## config.mk

```make
export PLATFORM = sky130hd
export DESIGN_NAME = acm_master
export DESIGN_NICKNAME = d
export VERILOG_FILES = /design/src/rtl/acm_pkg.sv /design/src/rtl/acm_baud_lock.sv /design/src/rtl/acm_bus_port.sv /design/src/rtl/acm_cmd_fsm.sv /design/src/rtl/acm_master.sv
export SDC_FILE = /design/constraint.sdc
export NUM_CORES = 1
export LEC_CHECK = 0
export BUFFER_PORTS_ARGS = -buffer_cell sky130_fd_sc_hd__buf_2
export CAP_MARGIN = 20
export CORE_MARGIN = 2
export CORE_UTILIZATION = 44
export DETAILED_ROUTE_END_ITERATION = 16
export PLACE_DENSITY = 0.68
export SLEW_MARGIN = 20
export SYNTH_ARGS = -nofsm -noshare
export SYNTH_HDL_FRONTEND = slang
export SYNTH_SLANG_ARGS = --single-unit
```

## constraint.sdc

```tcl
create_clock -name clk -period 5.1 [get_ports clk]
set_clock_uncertainty 0.1 [all_clocks]
set_input_delay 0.255 -clock clk [delete_from_list [all_inputs] [get_ports clk]]
set_output_delay 0.255 -clock clk [all_outputs]
set_load 0.03 [all_outputs]
```

## src/rtl/acm_pkg.sv

```systemverilog
package acm_pkg;

  localparam logic [7:0] CH_SPACE  = 8'h20;
  localparam logic [7:0] CH_CR     = 8'h0D;
  localparam logic [7:0] CH_LF     = 8'h0A;
  localparam logic [7:0] CH_PROMPT = 8'h3E;
  localparam logic [7:0] CH_READ   = 8'h72;
  localparam logic [7:0] CH_WRITE  = 8'h77;

  typedef enum logic [2:0] {
    P_BOOT, P_IDLE, P_ADDR, P_DATA, P_BUS, P_SEND
  } parse_st_t;

  typedef enum logic [1:0] {
    L_ARM, L_WAIT, L_LOW, L_DONE
  } lock_st_t;

  // ASCII character is a hexadecimal digit (either case)
  function automatic logic is_hex(input logic [7:0] c);
    return ((c >= 8'h30) && (c <= 8'h39)) ||
           ((c >= 8'h41) && (c <= 8'h46)) ||
           ((c >= 8'h61) && (c <= 8'h66));
  endfunction

  // value of a hex character; only meaningful when is_hex holds
  function automatic logic [3:0] hex_val(input logic [7:0] c);
    logic [7:0] t;
    if (c <= 8'h39)      t = c - 8'h30;
    else if (c <= 8'h46) t = c - 8'h37;
    else                 t = c - 8'h57;
    return t[3:0];
  endfunction

  // uppercase hex character for a nibble
  function automatic logic [7:0] hex_chr(input logic [3:0] n);
    return (n < 4'd10) ? (8'h30 + {4'h0, n}) : (8'h37 + {4'h0, n});
  endfunction

endpackage

```

## src/rtl/acm_baud_lock.sv

```systemverilog
module acm_baud_lock
  import acm_pkg::*;
#(
  parameter int CW      = 16,
  parameter int MIN_LOW = 4
) (
  input  logic          clk,
  input  logic          rst,
  input  logic          rxd_line,
  output logic [CW-1:0] bit_period,
  output logic [CW-1:0] half_period,
  output logic          locked
);

  localparam logic [CW-1:0] CNT_MAX = {CW{1'b1}};
  localparam logic [CW-1:0] LOW_MIN = CW'(MIN_LOW);

  logic [1:0]    sync_q;
  logic          line;
  lock_st_t      st;
  logic [CW-1:0] cnt;

  always_ff @(posedge clk) begin
    if (rst) sync_q <= 2'b11;
    else     sync_q <= {sync_q[0], rxd_line};
  end

  assign line = sync_q[1];

  always_ff @(posedge clk) begin
    if (rst) begin
      st          <= L_ARM;
      cnt         <= '0;
      bit_period  <= '0;
      half_period <= '0;
      locked      <= 1'b0;
    end else begin
      unique case (st)
        L_ARM:  if (line) st <= L_WAIT;
        L_WAIT: if (!line) begin
          cnt <= CW'(1);
          st  <= L_LOW;
        end
        L_LOW: begin
          if (!line) begin
            if (cnt != CNT_MAX) cnt <= cnt + 1'b1;
          end else if (cnt >= LOW_MIN) begin
            bit_period  <= cnt;
            half_period <= cnt >> 1;
            locked      <= 1'b1;
            st          <= L_DONE;
          end else begin
            st <= L_WAIT;
          end
        end
        default: st <= L_DONE;
      endcase
    end
  end

  // lock and measured values never change once taken
  a_r2_lock_sticky: assert property (@(posedge clk) disable iff (rst)
    locked |=> (locked && $stable(bit_period) && $stable(half_period)));

  // a locked period is never shorter than the glitch limit
  a_r2_no_short_lock: assert property (@(posedge clk) disable iff (rst)
    $rose(locked) |-> (bit_period >= LOW_MIN));

endmodule

```

## src/rtl/acm_bus_port.sv

```systemverilog
module acm_bus_port
  import acm_pkg::*;
#(
  parameter int AW = 16,
  parameter int DW = 16
) (
  input  logic          clk,
  input  logic          rst,
  input  logic          start,
  input  logic          we_in,
  input  logic [AW-1:0] adr_in,
  input  logic [DW-1:0] dat_in,
  output logic          done,
  output logic [DW-1:0] rdata,
  output logic          wb_cyc,
  output logic          wb_stb,
  output logic          wb_we,
  output logic [AW-1:0] wb_adr,
  output logic [DW-1:0] wb_dat_o,
  input  logic [DW-1:0] wb_dat_i,
  input  logic          wb_ack
);

  always_ff @(posedge clk) begin
    if (rst) begin
      wb_cyc   <= 1'b0;
      wb_stb   <= 1'b0;
      wb_we    <= 1'b0;
      wb_adr   <= '0;
      wb_dat_o <= '0;
      rdata    <= '0;
      done     <= 1'b0;
    end else begin
      done <= 1'b0;
      if (wb_cyc) begin
        if (wb_ack) begin
          wb_cyc <= 1'b0;
          wb_stb <= 1'b0;
          done   <= 1'b1;
          if (!wb_we) rdata <= wb_dat_i;
        end
      end else if (start) begin
        wb_cyc   <= 1'b1;
        wb_stb   <= 1'b1;
        wb_we    <= we_in;
        wb_adr   <= adr_in;
        wb_dat_o <= dat_in;
      end
    end
  end

  // request held steady until acknowledged
  a_r8_hold_until_ack: assert property (@(posedge clk) disable iff (rst)
    (wb_cyc && !wb_ack) |=> (wb_cyc && wb_stb && $stable(wb_adr) &&
                             $stable(wb_we) && $stable(wb_dat_o)));

  // cycle ends right after the acknowledge
  a_r8_release: assert property (@(posedge clk) disable iff (rst)
    (wb_cyc && wb_ack) |=> (!wb_cyc && !wb_stb && done));

  // the parser never requests a new cycle while one is open
  a_r10_no_overlap: assert property (@(posedge clk) disable iff (rst)
    start |-> !wb_cyc);

endmodule

```

## src/rtl/acm_cmd_fsm.sv

```systemverilog
module acm_cmd_fsm
  import acm_pkg::*;
#(
  parameter int AW = 16,
  parameter int DW = 16
) (
  input  logic          clk,
  input  logic          rst,
  input  logic          locked,
  input  logic [7:0]    rx_byte,
  input  logic          rx_valid,
  output logic [7:0]    tx_byte,
  output logic          tx_valid,
  input  logic          tx_ready,
  output logic          bus_start,
  output logic          bus_we,
  output logic [AW-1:0] bus_adr,
  output logic [DW-1:0] bus_wdat,
  input  logic          bus_done,
  input  logic [DW-1:0] bus_rdata
);

  localparam int ANIB     = AW / 4;
  localparam int DNIB     = DW / 4;
  localparam int SEQ_LAST = DNIB + 2;
  localparam int SW       = $clog2(SEQ_LAST + 1);
  localparam logic [3:0]    ADDR_END = 4'(ANIB - 1);
  localparam logic [3:0]    DATA_END = 4'(DNIB - 1);
  localparam logic [SW-1:0] SEQ_CR   = SW'(DNIB);
  localparam logic [SW-1:0] SEQ_LF   = SW'(DNIB + 1);
  localparam logic [SW-1:0] SEQ_END  = SW'(SEQ_LAST);

  parse_st_t     st;
  logic          is_rd;
  logic [3:0]    dcnt;
  logic [AW-1:0] adr_sh;
  logic [DW-1:0] dat_sh;
  logic [SW-1:0] seq;

  logic       hex_ok;
  logic [3:0] nib_in;
  logic       blank;
  logic       line_end;
  logic [3:0] nib_out;
  logic [7:0] next_chr;

  always_comb begin
    hex_ok   = is_hex(rx_byte);
    nib_in   = hex_val(rx_byte);
    blank    = (rx_byte == CH_SPACE);
    line_end = (rx_byte == CH_CR) || (rx_byte == CH_LF);
  end

  // pick the nibble of the read word for reply position seq
  always_comb begin
    nib_out = '0;
    for (int i = 0; i < DNIB; i++) begin
      if (seq == SW'(i)) nib_out = bus_rdata[4*(DNIB-1-i) +: 4];
    end
  end

  always_comb begin
    if (seq < SEQ_CR)       next_chr = hex_chr(nib_out);
    else if (seq == SEQ_CR) next_chr = CH_CR;
    else if (seq == SEQ_LF) next_chr = CH_LF;
    else                    next_chr = CH_PROMPT;
  end

  assign bus_we   = !is_rd;
  assign bus_adr  = adr_sh;
  assign bus_wdat = dat_sh;

  always_ff @(posedge clk) begin
    if (rst) begin
      st        <= P_BOOT;
      is_rd     <= 1'b0;
      dcnt      <= '0;
      adr_sh    <= '0;
      dat_sh    <= '0;
      seq       <= SEQ_END;
      tx_valid  <= 1'b0;
      tx_byte   <= '0;
      bus_start <= 1'b0;
    end else begin
      bus_start <= 1'b0;
      unique case (st)
        P_BOOT: if (locked) begin
          seq <= SEQ_END;
          st  <= P_SEND;
        end
        P_IDLE: if (rx_valid) begin
          if ((rx_byte == CH_READ) || (rx_byte == CH_WRITE)) begin
            is_rd <= (rx_byte == CH_READ);
            dcnt  <= '0;
            st    <= P_ADDR;
          end else if (!(blank || line_end)) begin
            seq <= SEQ_END;
            st  <= P_SEND;
          end
        end
        P_ADDR: if (rx_valid) begin
          if (hex_ok) begin
            adr_sh <= (adr_sh << 4) | AW'(nib_in);
            if (dcnt == ADDR_END) begin
              dcnt <= '0;
              if (is_rd) begin
                bus_start <= 1'b1;
                st        <= P_BUS;
              end else begin
                st <= P_DATA;
              end
            end else begin
              dcnt <= dcnt + 1'b1;
            end
          end else if (!(blank && (dcnt == '0))) begin
            seq <= SEQ_END;
            st  <= P_SEND;
          end
        end
        P_DATA: if (rx_valid) begin
          if (hex_ok) begin
            dat_sh <= (dat_sh << 4) | DW'(nib_in);
            if (dcnt == DATA_END) begin
              dcnt      <= '0;
              bus_start <= 1'b1;
              st        <= P_BUS;
            end else begin
              dcnt <= dcnt + 1'b1;
            end
          end else if (!(blank && (dcnt == '0))) begin
            seq <= SEQ_END;
            st  <= P_SEND;
          end
        end
        P_BUS: if (bus_done) begin
          seq <= is_rd ? '0 : SEQ_END;
          st  <= P_SEND;
        end
        P_SEND: begin
          if (!tx_valid) begin
            tx_valid <= 1'b1;
            tx_byte  <= next_chr;
          end else if (tx_ready) begin
            tx_valid <= 1'b0;
            if (seq == SEQ_END) st <= P_IDLE;
            else                seq <= seq + 1'b1;
          end
        end
        default: st <= P_IDLE;
      endcase
    end
  end

  // nothing is transmitted before the rate is known
  a_r3_quiet_unlocked: assert property (@(posedge clk) disable iff (rst)
    !locked |-> !tx_valid);

  // offered byte held until accepted
  a_r9_tx_hold: assert property (@(posedge clk) disable iff (rst)
    (tx_valid && !tx_ready) |=> (tx_valid && $stable(tx_byte)));

  // a bus completion is only ever seen while waiting for it
  a_r10_done_in_bus: assert property (@(posedge clk) disable iff (rst)
    bus_done |-> (st == P_BUS));

  // a cycle is only requested on entry to the bus wait
  a_r7_start_only_to_bus: assert property (@(posedge clk) disable iff (rst)
    bus_start |-> (st == P_BUS));

endmodule

```

## src/rtl/acm_master.sv

```systemverilog
module acm_master
  import acm_pkg::*;
#(
  parameter int AW      = 16,
  parameter int DW      = 16,
  parameter int CW      = 16,
  parameter int MIN_LOW = 4
) (
  input  logic          clk,
  input  logic          rst,
  input  logic          rxd_line,
  input  logic [7:0]    rx_byte,
  input  logic          rx_valid,
  output logic [7:0]    tx_byte,
  output logic          tx_valid,
  input  logic          tx_ready,
  output logic          wb_cyc,
  output logic          wb_stb,
  output logic          wb_we,
  output logic [AW-1:0] wb_adr,
  output logic [DW-1:0] wb_dat_o,
  input  logic [DW-1:0] wb_dat_i,
  input  logic          wb_ack,
  output logic [CW-1:0] bit_period,
  output logic [CW-1:0] half_period,
  output logic          baud_locked
);

  logic          bus_start;
  logic          bus_we;
  logic [AW-1:0] bus_adr;
  logic [DW-1:0] bus_wdat;
  logic          bus_done;
  logic [DW-1:0] bus_rdata;

  acm_baud_lock #(.CW(CW), .MIN_LOW(MIN_LOW)) u_lock (
    .clk         (clk),
    .rst         (rst),
    .rxd_line    (rxd_line),
    .bit_period  (bit_period),
    .half_period (half_period),
    .locked      (baud_locked)
  );

  acm_cmd_fsm #(.AW(AW), .DW(DW)) u_fsm (
    .clk       (clk),
    .rst       (rst),
    .locked    (baud_locked),
    .rx_byte   (rx_byte),
    .rx_valid  (rx_valid),
    .tx_byte   (tx_byte),
    .tx_valid  (tx_valid),
    .tx_ready  (tx_ready),
    .bus_start (bus_start),
    .bus_we    (bus_we),
    .bus_adr   (bus_adr),
    .bus_wdat  (bus_wdat),
    .bus_done  (bus_done),
    .bus_rdata (bus_rdata)
  );

  acm_bus_port #(.AW(AW), .DW(DW)) u_bus (
    .clk      (clk),
    .rst      (rst),
    .start    (bus_start),
    .we_in    (bus_we),
    .adr_in   (bus_adr),
    .dat_in   (bus_wdat),
    .done     (bus_done),
    .rdata    (bus_rdata),
    .wb_cyc   (wb_cyc),
    .wb_stb   (wb_stb),
    .wb_we    (wb_we),
    .wb_adr   (wb_adr),
    .wb_dat_o (wb_dat_o),
    .wb_dat_i (wb_dat_i),
    .wb_ack   (wb_ack)
  );

  // no bus traffic before the rate is known
  a_r3_no_bus_unlocked: assert property (@(posedge clk) disable iff (rst)
    !baud_locked |-> !wb_cyc);

  // the two strobes always move together
  a_r8_cyc_stb_pair: assert property (@(posedge clk) disable iff (rst)
    wb_cyc == wb_stb);

endmodule

```

* Word level (Yosys, flattened, before mapping) *
Index checks and enable logic that the tools add are counted.

cells by class
  div/mod/pow operators = 0
  multiply operators = 0
  bitwise logic cells = 5
  reductions and logical operators = 33
  equal/unequal tests = 45
  shifts and indexed selects = 0
  magnitude comparators = 9
  add/subtract/negate cells = 8
  mux-type cells = 72

operators by type and width
  operator               count
  $mux 3                 28
  $mux 16                3
  $mux 4                 11
  $or 16x4->16           2
  $pmux 16 s2            1
  $ne 2x2->1 const B     13
  $mux 8                 3
  $ne 2x1->1 const B     9
  $pmux 3 s6             1
  $reduce_and 3->1       6
  $add 16x1->16 const B  1
  $eq 8x4->1 const B     2
  $eq 8x7->1 const B     2
  $ge 16x3->1 const B    1
  $ge 8x7->1 const B     2
  $le 8x7->1 const B     2
  $mux 1                 16
  $ne 16x16->1 const B   1
  $eq 3x3->1 const B     5
  $pmux 3 s5             1
  $add 6x4->7 const A    2
  $eq 3x2->1 const B     4
  $reduce_and 12->1      1
  $reduce_and 11->1      1
  other kinds (33)       54

storage, ports and cells
  bits in writable memories = 0
  input port bits = 30
  register bits = 157
  bits in read-only memories = 0
  output and inout port bits = 77
  bits in latches = 0
  word-level logic and storage cells = 194
  memories kept = 0

* Logic depth before layout (Yosys ltp) *
Gate-level depths: netlist of the first run.

  depth after elaboration = 8
  depth in mapped cells = 10
  mapped depth without buffers = 9

* Cells and area by module *
Synthesis of the first run repeated with hierarchy kept, for this count alone.

unflattened totals
  cells, all modules = 751
  area total of the unflattened synthesis = 6543.8 um2

by module, submodules not included
  module         area an instance (um2)  seq. area each (um2)  cells an instance  instances
  acm_cmd_fsm    2890.3                  1041.0                328                1
  acm_bus_port   1849.3                  1041.0                226                1
  acm_baud_lock  1804.2                  740.7                 197                1

* Least setup slack after synthesis of the first run *
Ideal clock, no wire load.

  path kind = input to register
  start point = in rx_byte[0]
  end point = reg u_fsm.is_rd
  cell stages on the path = 8
  path buffers = 0
  setup slack = 2.687 ns
  required time = 4.930 ns
  library setup time = 0.070 ns
  arrival = 2.243 ns
  path through = inv_1 > ha_1 > or3b_1 > a31o_1 > and4_1 > or3_4 > or4b_1 > a21oi_1

between the ends
  cells in the longest elaborated chain, start to end = 3
  elaborated cells on any way between the ends = 4
  classes of those cells = 2 x eq/ne; 2 x reduce/logical

ends and longest elaborated chain
  element                            RTL line                              text
  start, declared                    acm_master.sv:12                      input logic [7:0] rx_byte,
  $eq 8x7->1 (on tied branches)      acm_cmd_fsm.sv:92, acm_cmd_fsm.sv:93
  $logic_or 1x1->1                   acm_cmd_fsm.sv:92                     if ((rx_byte == CH_READ) || (rx_byte == CH_WRITE)) begin
  $reduce_and 3->1 (no source line)  --
  end signal, assigned               acm_cmd_fsm.sv:93                     is_rd <= (rx_byte == CH_READ);
  end, declared                      acm_cmd_fsm.sv:34                     logic is_rd;

Several ways; a longest one is shown, not always the timed one.
A chain may end at the register's enable or synchronous reset.

* Final worst setup path of the first run *
  start point = reg u_fsm.seq[0]
  end point = reg u_fsm.tx_byte[2]

between the ends
  cells in the longest elaborated chain, start to end = 8
  elaborated cells on any way between the ends = 18
  classes of those cells = 2 x add/sub; 2 x order compare; 5 x eq/ne; 8 x mux; 1 x reduce/logical

ends and longest elaborated chain
  element                                           RTL line            text
  start, declared                                   acm_cmd_fsm.sv:38   logic [SW-1:0] seq;
  start signal, assigned                            acm_cmd_fsm.sv:136  seq <= is_rd ? '0 : SEQ_END;
  start signal, assigned                            acm_cmd_fsm.sv:146  else seq <= seq + 1'b1;
  $logic_not 3->1                                   acm_cmd_fsm.sv:58   if (seq == SW'(i)) nib_out = bus_rdata[4*(DNIB-1-i) +: 4];
  $mux 4 (4 in a row)                               acm_cmd_fsm.sv:58
  $add 6x4->7 / $lt 4x4->1 (equally long branches)  acm_pkg.sv:36       return (n < 4'd10) ? (8'h30 + {4'h0, n}) : (8'h37 + {4'h0, n});
  $mux 8                                            acm_pkg.sv:36
  $mux 8 (*)                                        acm_cmd_fsm.sv:63   if (seq < SEQ_CR) next_chr = hex_chr(nib_out);
  end signal, assigned                              acm_cmd_fsm.sv:142  tx_byte <= next_chr;
  end, declared                                     acm_cmd_fsm.sv:12   output logic [7:0] tx_byte,

Mark *: on every way between the ends. The rest lies on a longest branch, timed or not.

==> metrics.md, run 1 <==
| Metric | Value |
|---|---|
| Status | finished, final reports clean |
| Crit end category | flip-flop |
| Min Tclk post-route | 2.68 ns |
| Die ar. | 14900 sq um |
| Number of port buffers | 104 |
| Worst EP required | 5.28 ns |
| EDFF count, synth | 0 |
| Initial antenna violation count | 0 |
| Netlist cell types | 60 |
| Worst min-delay path class | in2reg |
| Vias in the first global route | 4803 |
| Drt wl/cell | 13.5 um |
| Total gr overflow | 0 |
| Num ports | 107 |
| Iter 0 DRT Violations | 344 |
| Row Count | 43 |
| Die Span Y | 122 um |
| F_max | 374 MHz |
| Multi-input logic area | 2980 sq um |
| Final Wtd Congestion | 0.848 |
| Remaining DRCs | 0 |
| Final Hold Fails | 0 |
| Clk buf depth | 2 |
| Asr flop ratio synth | 0% |
| Count of state elements after synthesis | 141 |
| Routed Antenna Nets | 0 |
| Pin count of the biggest net entering global routing | 76 |
| Syn Area/Cell | 8.12 sq um |
| Fin crit share | 52.5% |
| CTS root buf | clkbuf_16 |
| Htree depth | 4 |
| PD cells | 354 nW/um^2 |
| Clock-pin slew on the worst setup and hold paths | 0.06 ns |
| Fraction of layout cells with a size suffix above 1 | 18.5% |
| CP Max Fanout | 6 |
| Register area | 2820 sq um |
| First-pass GRT wire length | 22900 um |
| Layout area overhead | 20.8% |
| Post-DP Area | 6620 sq um |
| Drt pass-1 iters | 5 |
| Leak pwr | 2.99 nW |
| Primary FF master, synth | dfxtp_1 |
| # resized after CTS | 0 |
| Worst slew margin | 41.2% |
| Nets@finish | 885 |
| Peak supply drop | 0.000247 V |
| Worst-Margin Slew | 0.879 ns |
| Routed vias | 5402 |
| Die X-Extent | 122 um |
| Final TNS setup | 0 ns |
| CP Launch Type | flip-flop |
| FF-to-FF path depth | 9 |
| Fin area | 7410 sq um |
| Number of max-cap violations | 0 |
| Max-slew violations | 0 |
| Hold path cells | 3 |
| Sequential area share after synthesis | 46.0% |
| Worst skew pair latency | 0.42 ns |
| Crit Path Class | reg2reg |
| TritonCTS clock tree | built |
| DP HPWL | 9200 um |
| Ys Warns | 0 |
| Post-Route WL | 14000 um |
| Fillers | 1334 |
| Top cells by area, synth | dfxtp_1 46%, nand2_1 11%, a21oi_1 8.1% |
| TritonCTS Sinks | 141 |
| Mapped Cells | 755 |
| ANT cells | 0 |
| Synth Cell Area | 6130 sq um |
| Worst EP arrival | 2.86 ns |
| RSZ-0062 raised after global routing | no |
| Final setup fails | 0 |
| Core area | 13800 sq um |
| CTS buffer count | 17 |
| Vias per Instance | 5.22 |
| Share of the synthesized area in the top cell type | 46.0% |
| Starting Density | 44.5% |
| Total Routing Usage GR | 19.2% |
| Synth area leader | dfxtp_1 |
==> cell usage after synthesis (4+ instances only) <==
| library cell | count |
|---|---|
| inv_1 | 15 |
| o21ai_0 | 13 |
| mux2i_1 | 15 |
| a211oi_1 | 13 |
| a32oi_1 | 6 |
| and3_1 | 4 |
| clkbuf_1 | 39 |
| nor4_1 | 4 |
| nor2_1 | 64 |
| nand2b_1 | 12 |
| nand4_1 | 11 |
| or2_2 | 5 |
| xor2_1 | 8 |
| or3_1 | 6 |
| nor2b_1 | 5 |
| a31oi_1 | 7 |
| xnor2_1 | 6 |
| nor3_1 | 7 |
| ha_1 | 14 |
| buf_4 | 17 |
| dfxtp_1 | 141 |
| nand3_1 | 15 |
| nand2_1 | 174 |
| a21oi_1 | 99 |
==> flip-flops by register name, indices dropped and copies added, names as in the netlist, 4 cells and up <==
signal             flops
u_bus.rdata           16
u_fsm.bus_wdat        16
u_fsm.dcnt             4
u_fsm.bus_adr         16
u_lock.bit_period     16
u_fsm.tx_byte          7
u_bus.wb_adr          16
u_lock.cnt            16
u_bus.wb_dat_o        16
==> cells by family after synthesis <==
kind of cell             after synthesis  synth area share [%]
flip-flops                           141                  46.0
AO/OA/AOI/OAI                        166                  16.3
adder cells (fa/ha/maj)               14                  2.86
other                                  1                0.0611
buffers and inverters                 74                  5.71
AND/OR/NAND/NOR                      328                  24.3
multiplexers                          17                  2.82
XOR/XNOR                              14                  2.00
==> where the power goes <==
group | internal, mW | switching (mW)
Combinational | 0.0875 | 0.135
Clock | 0.737 | 0.513
Sequential | 1.12 | 0.0326
Total | 1.94 | 0.680
==> worst paths after layout <==
check | start | slack (ns) | to
setup / recovery | u_fsm.seq[0] | 2.42 | u_fsm.tx_byte[2]
hold reg to reg | u_lock.sync_q[0] | 0.35 | u_lock.sync_q[1]
hold / removal | tx_ready | 0.06 | u_fsm.tx_valid
setup reg to reg | u_fsm.seq[0] | 2.42 | u_fsm.tx_byte[2]
==> repair_timing <==
item                                   4_1_cts  5_1_grt
setup buffers                                0        0
hold buffers                                18        0
endpoints found under the hold margin       18        0
==> routing by layer <==
metal	wire length, um	up-vias	GRT usage [%]
met2	6400	141	30.0
met1	6810	2511	25.8
met5	0	-	0
met4	176	0	7.11
met3	597	11	4.73
li1	-	2739	-
==> worst max-delay path, stage by stage (launching register included) <==
cell and delay [ns]:
dfxtp_1 0.37, inv_1 0.12, ha_1 0.26, nor2b_1 0.17, a221o_1 0.32, a32oi_1 0.44, ha_1 0.26, a21oi_1 0.06
o311ai_0 0.33, a21oi_1 0.10
==> layout make-up <==
cell class,count,share of cell area [%]
Clock buffer,17,5.74
Clock inverter,15,2.33
Inverter,15,0.760
Multi-Input combinational cell,541,40.2
Sequential cell,141,38.1
Tap cell,180,3.04
Timing Repair Buffer,125,9.80
==> metrics by stage <==
step	power [mW]	utilization, %	std cells	hold WS (ns)	setup WS, ns
after CTS	2.64	53.7	1034	0.0395	2.43
after global routing	2.73	53.8	1034	0.0638	2.28
after global placement	1.38	48.0	984	0.341	2.45
final	2.62	53.8	1034	0.0555	2.42
after floorplan	1.33	-	756	0.259	2.69
after detailed placement	1.38	48.0	984	0.321	2.39
==> layout by cell type, fill, tap and decap left out, types with 3 or more instances in the layout <==
cell / count
nor2b_1: 4
nand3_1: 14
a31oi_1: 7
and3_1: 4
a21oi_1: 99
nor4_1: 4
mux2i_1: 15
a211oi_1: 13
inv_1: 15
or2_2: 5
dlygate4sd3_1: 18
buf_4: 4
nand2_1: 174
a221o_1: 3
and4_1: 3
xor2_1: 8
inv_6: 7
xnor2_1: 6
nor2_1: 62
dfxtp_1: 141
nand2b_1: 12
clkbuf_16: 17
a32oi_1: 6
nor3_1: 7
o21ai_0: 12
ha_1: 14
nand4_1: 11
or3_1: 6
and2_1: 3
buf_2: 103
Power figures use the tool's default switching activity.
==> run 2, diff against run 1 <==
Settings changed: ABC_AREA from default to 1.
Clock period 5.1 ns to 2.75 ns, I/O delays scaled along.
==> metrics.md, run 2 <==
| Metric | Value |
|---|---|
| Status | finished, final reports clean |
| Fin area | 7840 sq um (+5.8%) |
| Number of port buffers | 104 (unchanged) |
| Vias per Instance | 4.93 (-5.6%) |
| Sequential area share after synthesis | 43.2% (-2.8 points) |
| RSZ-0062 raised after global routing | no |
| Crit path max-delay family | simple AND/OR/NAND/NOR gates |
| Worst-Margin Slew | 0.732 ns (-0.147 ns) |
| Multi-input logic area | 3070 sq um (+3.1%) |
| Final TNS setup | 0 ns (unchanged) |
| Clk buf depth | 2 (unchanged) |
| Final Power | 5.14 mW (+96%) |
| Fillers | 1438 (+7.8%) |
| Routed vias | 5952 (+10%) |
| Final setup fails | 0 (unchanged) |
| Adder-Cell Fraction of Synth Area | 2.68% (-0.17 points) |
| Fraction of layout cells with a size suffix above 1 | 18.5% (-0.026 points) |
| Starting Density | 44.9% (+0.38 points) |
| EDFF count, synth | 0 (unchanged) |
| FF-to-FF path depth | 8 (-1) |
| CP Max Fanout | 16 (+10) |
| First-pass GRT wire length | 25100 um (+9.9%) |
| CP Capture Point | u_lock.cnt[0] |
| F_max | 456 MHz (+22%) |
| Compound-Gate Fraction of Synth Area | 15.5% (-0.81 points) |
| Critical Path Slowest Stage Cell | dfxtp_1 |
| Nets@finish | 1054 (+19%) |
| Die ar. | 15800 sq um (+6.2%) |
| Core area | 14500 sq um (+5.5%) |
| CTS root buf | clkbuf_16 |
| Die Span Y | 126 um (+3.1%) |
| Worst slew margin | 51.1% (+10 points) |
| Crit Path Class | reg2reg |
| Final setup margin | 0.557 ns (-1.87 ns) |
| Leak pwr | 3.86 nW (+29%) |
| Post-Route WL | 14800 um (+5.6%) |
| Post-DP Area | 7050 sq um (+6.6%) |
| Synth Cell Area | 6530 sq um (+6.4%) |
| Synth top cells by count | 206 x nor2_1, 141 x dfxtp_1, 117 x nand2_1, 111 x o21ai_0, 80 x inv_1 |
| Iter 0 DRT Violations | 291 (-15%) |
| Leading cell type in the layout, fill and taps excluded | nor2_1 |
| Count of state elements after synthesis | 141 (unchanged) |
| Layout area overhead | 20.1% |
| Netlist cell types | 44 (-27%) |
| Initial antenna violation count | 0 (unchanged) |
| Buffer and inverter count on the worst path | 1 (unchanged) |
| Pre-CTS setup slack | 0.563 ns (-1.83 ns) |
| DP HPWL | 10200 um (+10%) |
| Die X-Extent | 126 um (+3.1%) |
| Remaining DRCs | 0 (unchanged) |
| Num ports | 107 (unchanged) |
| Crit end category | flip-flop |
| Crit-path cells | ha_1, nand2_1, nor3_2, nand4_1, nand2_1, inv_1, o21ai_0, a31oi_1 |
| TritonCTS clock tree | built |
| Total gr overflow | 0 (unchanged) |
| Peak supply drop | 0.000398 V (+61%) |
| Syn Area/Cell | 7.18 sq um (-12%) |
| R2r setup slk | 0.56 ns (-1.87 ns) |
| Pin count of the biggest net entering global routing | 55 (-28%) |
| TritonCTS Sinks | 141 (unchanged) |
| Routed Antenna Nets | 0 (unchanged) |
| CP Launch Type | flip-flop |
| Drt pass-1 iters | 4 (-1) |
| Share of the synthesized area in the top cell type | 43.2% (-2.8 points) |
| ANT cells | 0 (unchanged) |
| Htree depth | 4 (unchanged) |
| Reg-to-Reg End | u_lock.cnt[0] |
| Total Routing Usage GR | 19.1% (-0.12 points) |
| Row Count | 44 (+2.3%) |
| Primary FF master, synth | dfxtp_1 |
| Top cells by area, synth | dfxtp_1 43%, nor2_1 12%, o21ai_0 8.5% |
| Crit path top cell by count | nand2_1 |
| Worst min-delay path class | in2reg |
| Asr flop ratio synth | 0% (unchanged) |
| Most frequent cells in the layout | 205 x nor2_1, 141 x dfxtp_1, 117 x nand2_1 |
| Worst flop-to-flop path startpoint | u_lock.cnt[0] |
| Synth area leader | dfxtp_1 |
| Worst EP arrival | 2.39 ns (-0.47 ns) |
| Max-slew violations | 0 (unchanged) |
| Worst skew pair latency | 0.42 ns (about the same) |
| Mux cell area share after synthesis | 0% (-2.8 points) |
| Simple-gate share of the synthesized area | 27.6% (+3.3 points) |
| Drt wl/cell | 12.2 um (-9.6%) |
| Vias in the first global route | 5340 (+11%) |
| Final Wtd Congestion | 0.836 (-1.4%) |
| Fin crit share | 79.8% (+27 points) |
| Clock-pin slew on the worst setup and hold paths | 0.06 ns (about the same) |
| Count leader, synth | nor2_1 |
| Post-Synth XOR/XNOR Area | 1.21% (-0.79 points) |
| Ys Warns | 0 (unchanged) |
| Min Tclk post-route | 2.19 ns (-0.484 ns) |
| CTS buffer count | 17 (unchanged) |
| Final Hold Fails | 0 (unchanged) |
| Critical path depth | 8 (-1) |
| Worst EP required | 2.95 ns (-2.33 ns) |
| Main combinational cell family by area after synthesis | simple AND/OR/NAND/NOR gates |
| Start point of the critical path | u_lock.cnt[0] |
| Register area | 2820 sq um (unchanged) |
| Number of max-cap violations | 0 (unchanged) |
| CP max stage delay | 0.43 ns (about the same) |
| Mapped Cells | 909 (+20%) |
| PD cells | 656 nW/um^2 (+85%) |
## run 2: changes by cell type after synthesis, sizes merged, moves of 34 or more
| cell | before | now |
|---|---|---|
| a21oi | 99 | 60 |
| nor2 | 64 | 209 |
| nand3 | 15 | 49 |
| nand2 | 174 | 126 |
| inv | 15 | 88 |
| o21ai | 14 | 116 |
## run 2: cell families after synthesis
kind of cell | after synthesis
AO/OA/AOI/OAI | 189
XOR/XNOR | 9
adder cells (fa/ha/maj) | 14
buffers and inverters | 141
flip-flops | 141
other | 1
AND/OR/NAND/NOR | 414
## run 2: metal layers
layer	wire length, um	vias to the layer above	global-route usage, %
met2	6680	126	30.2
li1	-	3111	-
met3	698	18	4.72
met1	7170	2697	25.7
met5	0	-	0
met4	200	0	6.53
## run 2: how the worst min path moves through the flow
| stage | startpoint | end | slack [ns] | depth (start not counted) |
|---|---|---|---|---|
| floorplan | rxd_line | u_lock.sync_q[0] | 0.14 | 1 |
| global placement | rxd_line | u_lock.sync_q[0] | 0.22 | 2 |
| detailed placement | rxd_line | u_lock.sync_q[0] | 0.22 | 2 |
| CTS | rst | u_fsm.seq[2] | 0.02 | 3 |
| global route | rst | u_fsm.seq[2] | 0.07 | 3 |
| finish | rst | u_fsm.seq[1] | 0.03 | 3 |
## run 2: through the flow
step	hold WS [ns]	utilization, %	cells
6_report	0.0292	53.9	1207
5_1_grt	0.0703	53.9	1207
4_1_cts	0.0173	53.9	1207
3_5_place_dp	0.224	48.5	1155
3_3_place_gp	0.222	48.5	1155
2_1_floorplan	0.141	-	910
## run 2: tightest hold or removal path: cells and delay by family
family | cells | cell delay, ns
buffers and inverters | 2 | 0.25
AND/OR/NAND/NOR | 1 | 0.13
## run 2: layout make-up
class | count | area share, %
clock buffer | 18 | 5.60
clock inverter | 14 | 1.88
inverter | 89 | 4.29
multi-input combinational | 628 | 39.2
sequential | 141 | 36.0
tap | 184 | 2.94
timing repair buffer | 133 | 10.1
## run 2: what timing repair did
item	4_1_cts	5_1_grt
hold buffers	20	0
resized for setup	0	0
setup buffers	0	0
endpoints found under the setup margin	0	0
hold endpoints to repair	22	0
## run 2: report_power, final
group / internal [mW] / switching (mW) / total (mW)
logic: 0.253 / 0.460 / 0.713
clock network: 1.31 / 0.958 / 2.26
registers: 2.09 / 0.0732 / 2.17
==> run 3, diff against run 2 <==
Clock period 2.75 ns to 2.1 ns, I/O delays scaled along.
==> metrics.md, run 3 (same netlist as run 2, synthesis figures left out) <==
| Metric | Value |
|---|---|
| Remaining DRCs | 0 (unchanged) |
| Die ar. | 15800 sq um (unchanged) |
| Core area | 14500 sq um (unchanged) |
| Drt wl/cell | 12.2 um (-0.40%) |
| Worst slew margin | 61.0% (+9.9 points) |
| Number of max-cap violations | 0 (unchanged) |
| Final Hold Fails | 0 (unchanged) |
| Vias per Instance | 4.88 (-1.1%) |
| Layout area overhead | 21.9% |
| Final TNS setup | 0 ns (unchanged) |
| Most frequent cells in the layout | 203 x nor2_1, 138 x dfxtp_1, 117 x nand2_1 |
| Iter 0 DRT Violations | 268 (-7.9%) |
| Crit end category | flip-flop |
| Num ports | 107 (unchanged) |
| Die Span Y | 126 um (unchanged) |
| Worst-Margin Slew | 0.584 ns (-0.148 ns) |
| Worst min-delay path class | in2reg |
| CP Max Fanout | 7 (-9) |
| Total Routing Usage GR | 19.6% (+0.49 points) |
| Worst EP arrival | 2.15 ns (-0.24 ns) |
| Worst skew pair latency | 0.42 ns (about the same) |
| DP HPWL | 10200 um (+0.22%) |
| Routed Antenna Nets | 0 (unchanged) |
| Vias in the first global route | 5653 (+5.9%) |
| Row Count | 44 (unchanged) |
| Worst EP required | 2.30 ns (-0.65 ns) |
| Number of port buffers | 104 (unchanged) |
| Fin crit share | 93.0% (+13 points) |
| TritonCTS Sinks | 141 (unchanged) |
| Status | finished, final reports clean |
| CTS buffer count | 17 (unchanged) |
| RSZ-0062 raised after global routing | no |
| Clk buf depth | 2 (unchanged) |
| Fraction of layout cells with a size suffix above 1 | 19.7% (+1.2 points) |
| Final Wtd Congestion | 0.875 (+4.6%) |
| Htree depth | 4 (unchanged) |
| First-pass GRT wire length | 25900 um (+2.9%) |
| Pre-CTS setup slack | 0.0794 ns (-0.483 ns) |
| Routed vias | 5945 (-0.12%) |
| Post-CTS Setup Inserts | 0 (unchanged) |
| F_max | 512 MHz (+12%) |
| CTS root buf | clkbuf_16 |
| Pin count of the biggest net entering global routing | 105 (+91%) |
| Total gr overflow | 0 (unchanged) |
| ANT cells | 0 (unchanged) |
| Clock-pin slew on the worst setup and hold paths | 0.06 ns (about the same) |
| Final setup fails | 0 (unchanged) |
| Max-slew violations | 0 (unchanged) |
| Post-Route WL | 14800 um (+0.59%) |
| PD cells | 834 nW/um^2 (+27%) |
| Initial antenna violation count | 0 (unchanged) |
| Drt pass-1 iters | 5 (+1) |
| TritonCTS clock tree | built |
| Starting Density | 44.9% (unchanged) |
| Peak supply drop | 0.000585 V (+47%) |
| Crit Path Class | reg2reg |
| Leak pwr | 3.90 nW (+1.1%) |
| CP Launch Type | flip-flop |
| Die X-Extent | 126 um (unchanged) |
| Nets@finish | 1067 (+1.2%) |
| Final setup margin | 0.148 ns (-0.409 ns) |
| Min Tclk post-route | 1.95 ns (-0.241 ns) |
| Leading cell type in the layout, fill and taps excluded | nor2_1 |
[run 3: changes by cell type in the layout (fill, tap and decap cells not counted), moves of 3 or more]
| cell | change |
|---|---|
| buf_4 | +8 |
| dfxtp_2 | +3 |
| dfxtp_1 | -3 |
| dlygate4sd3_1 | +3 |
| inv_8 | -4 |
[run 3: what timing repair did]
action | in CTS | in global routing
hold buffers | 23 | 0
gates resized for setup | 0 | 9
endpoints found under the hold margin | 28 | 0
endpoints found under the setup margin | 0 | 9
[run 3: cell type report]
type / instances / area, sq um
clock buffer: 19 / 443
clock inverter: 12 / 111
fill: 1402 / 6580
inverter: 89 / 337
multi-input combinational: 628 / 3090
sequential: 141 / 2830
tap: 184 / 230
timing repair buffer: 146 / 918
[run 3: stage by stage]
| step | std cells | total power [mW] | util [%] | cell area (sq um) | hold WS [ns] |
|---|---|---|---|---|---|
| floorplan | 910 | 3.59 | - | 6530 | 0.109 |
| global placement | 1165 | 3.82 | 49.2 | 7150 | 0.206 |
| detailed placement | 1165 | 3.81 | 49.2 | 7150 | 0.213 |
| CTS | 1219 | 6.66 | 54.6 | 7940 | 0.0105 |
| global route | 1219 | 6.98 | 54.8 | 7960 | 0.0583 |
| finish | 1219 | 6.64 | 54.8 | 7960 | 0.0231 |
[run 3: path summary, 6_finish.rpt]
path                            end  cells after the start             start  slack (ns)
setup / recovery   u_fsm.tx_byte[2]                     13      u_fsm.seq[0]        0.15
hold / removal    u_fsm.bus_wdat[0]                      4        rx_byte[0]        0.02
setup reg to reg   u_fsm.tx_byte[2]                     13      u_fsm.seq[0]        0.15
hold reg to reg    u_lock.sync_q[1]                      1  u_lock.sync_q[0]        0.31
[run 3: routing by layer]
metal  vias up  wire, um  track usage (%)
met5         -         0                0
met4         0       334             8.34
met3        31       824             4.93
met2       156      6620             31.5
met1      2621      7060             25.2
li1       3137         -                -
[run 3: where the power goes]
part | switching (mW) | total, mW | internal [mW] | leakage, nW
clock network | 1.16 | 2.82 | 1.66 | 0.266
registers | 0.0729 | 2.82 | 2.75 | 1.14
logic | 0.643 | 1.00 | 0.360 | 2.50
total | 1.87 | 6.64 | 4.77 | 3.90
[run 3: worst max-delay path, stage by stage (launching register included)]
cell     delay, ns
dfxtp_2       0.33
ha_1          0.19
ha_1          0.20
inv_1         0.15
nand2_1       0.08
inv_1         0.05
nand2_1       0.06
nand2_2       0.08
ha_1          0.17
nand3_1       0.08
a21oi_1       0.14
o21ai_1       0.08
nand2_1       0.08
a21oi_2       0.05
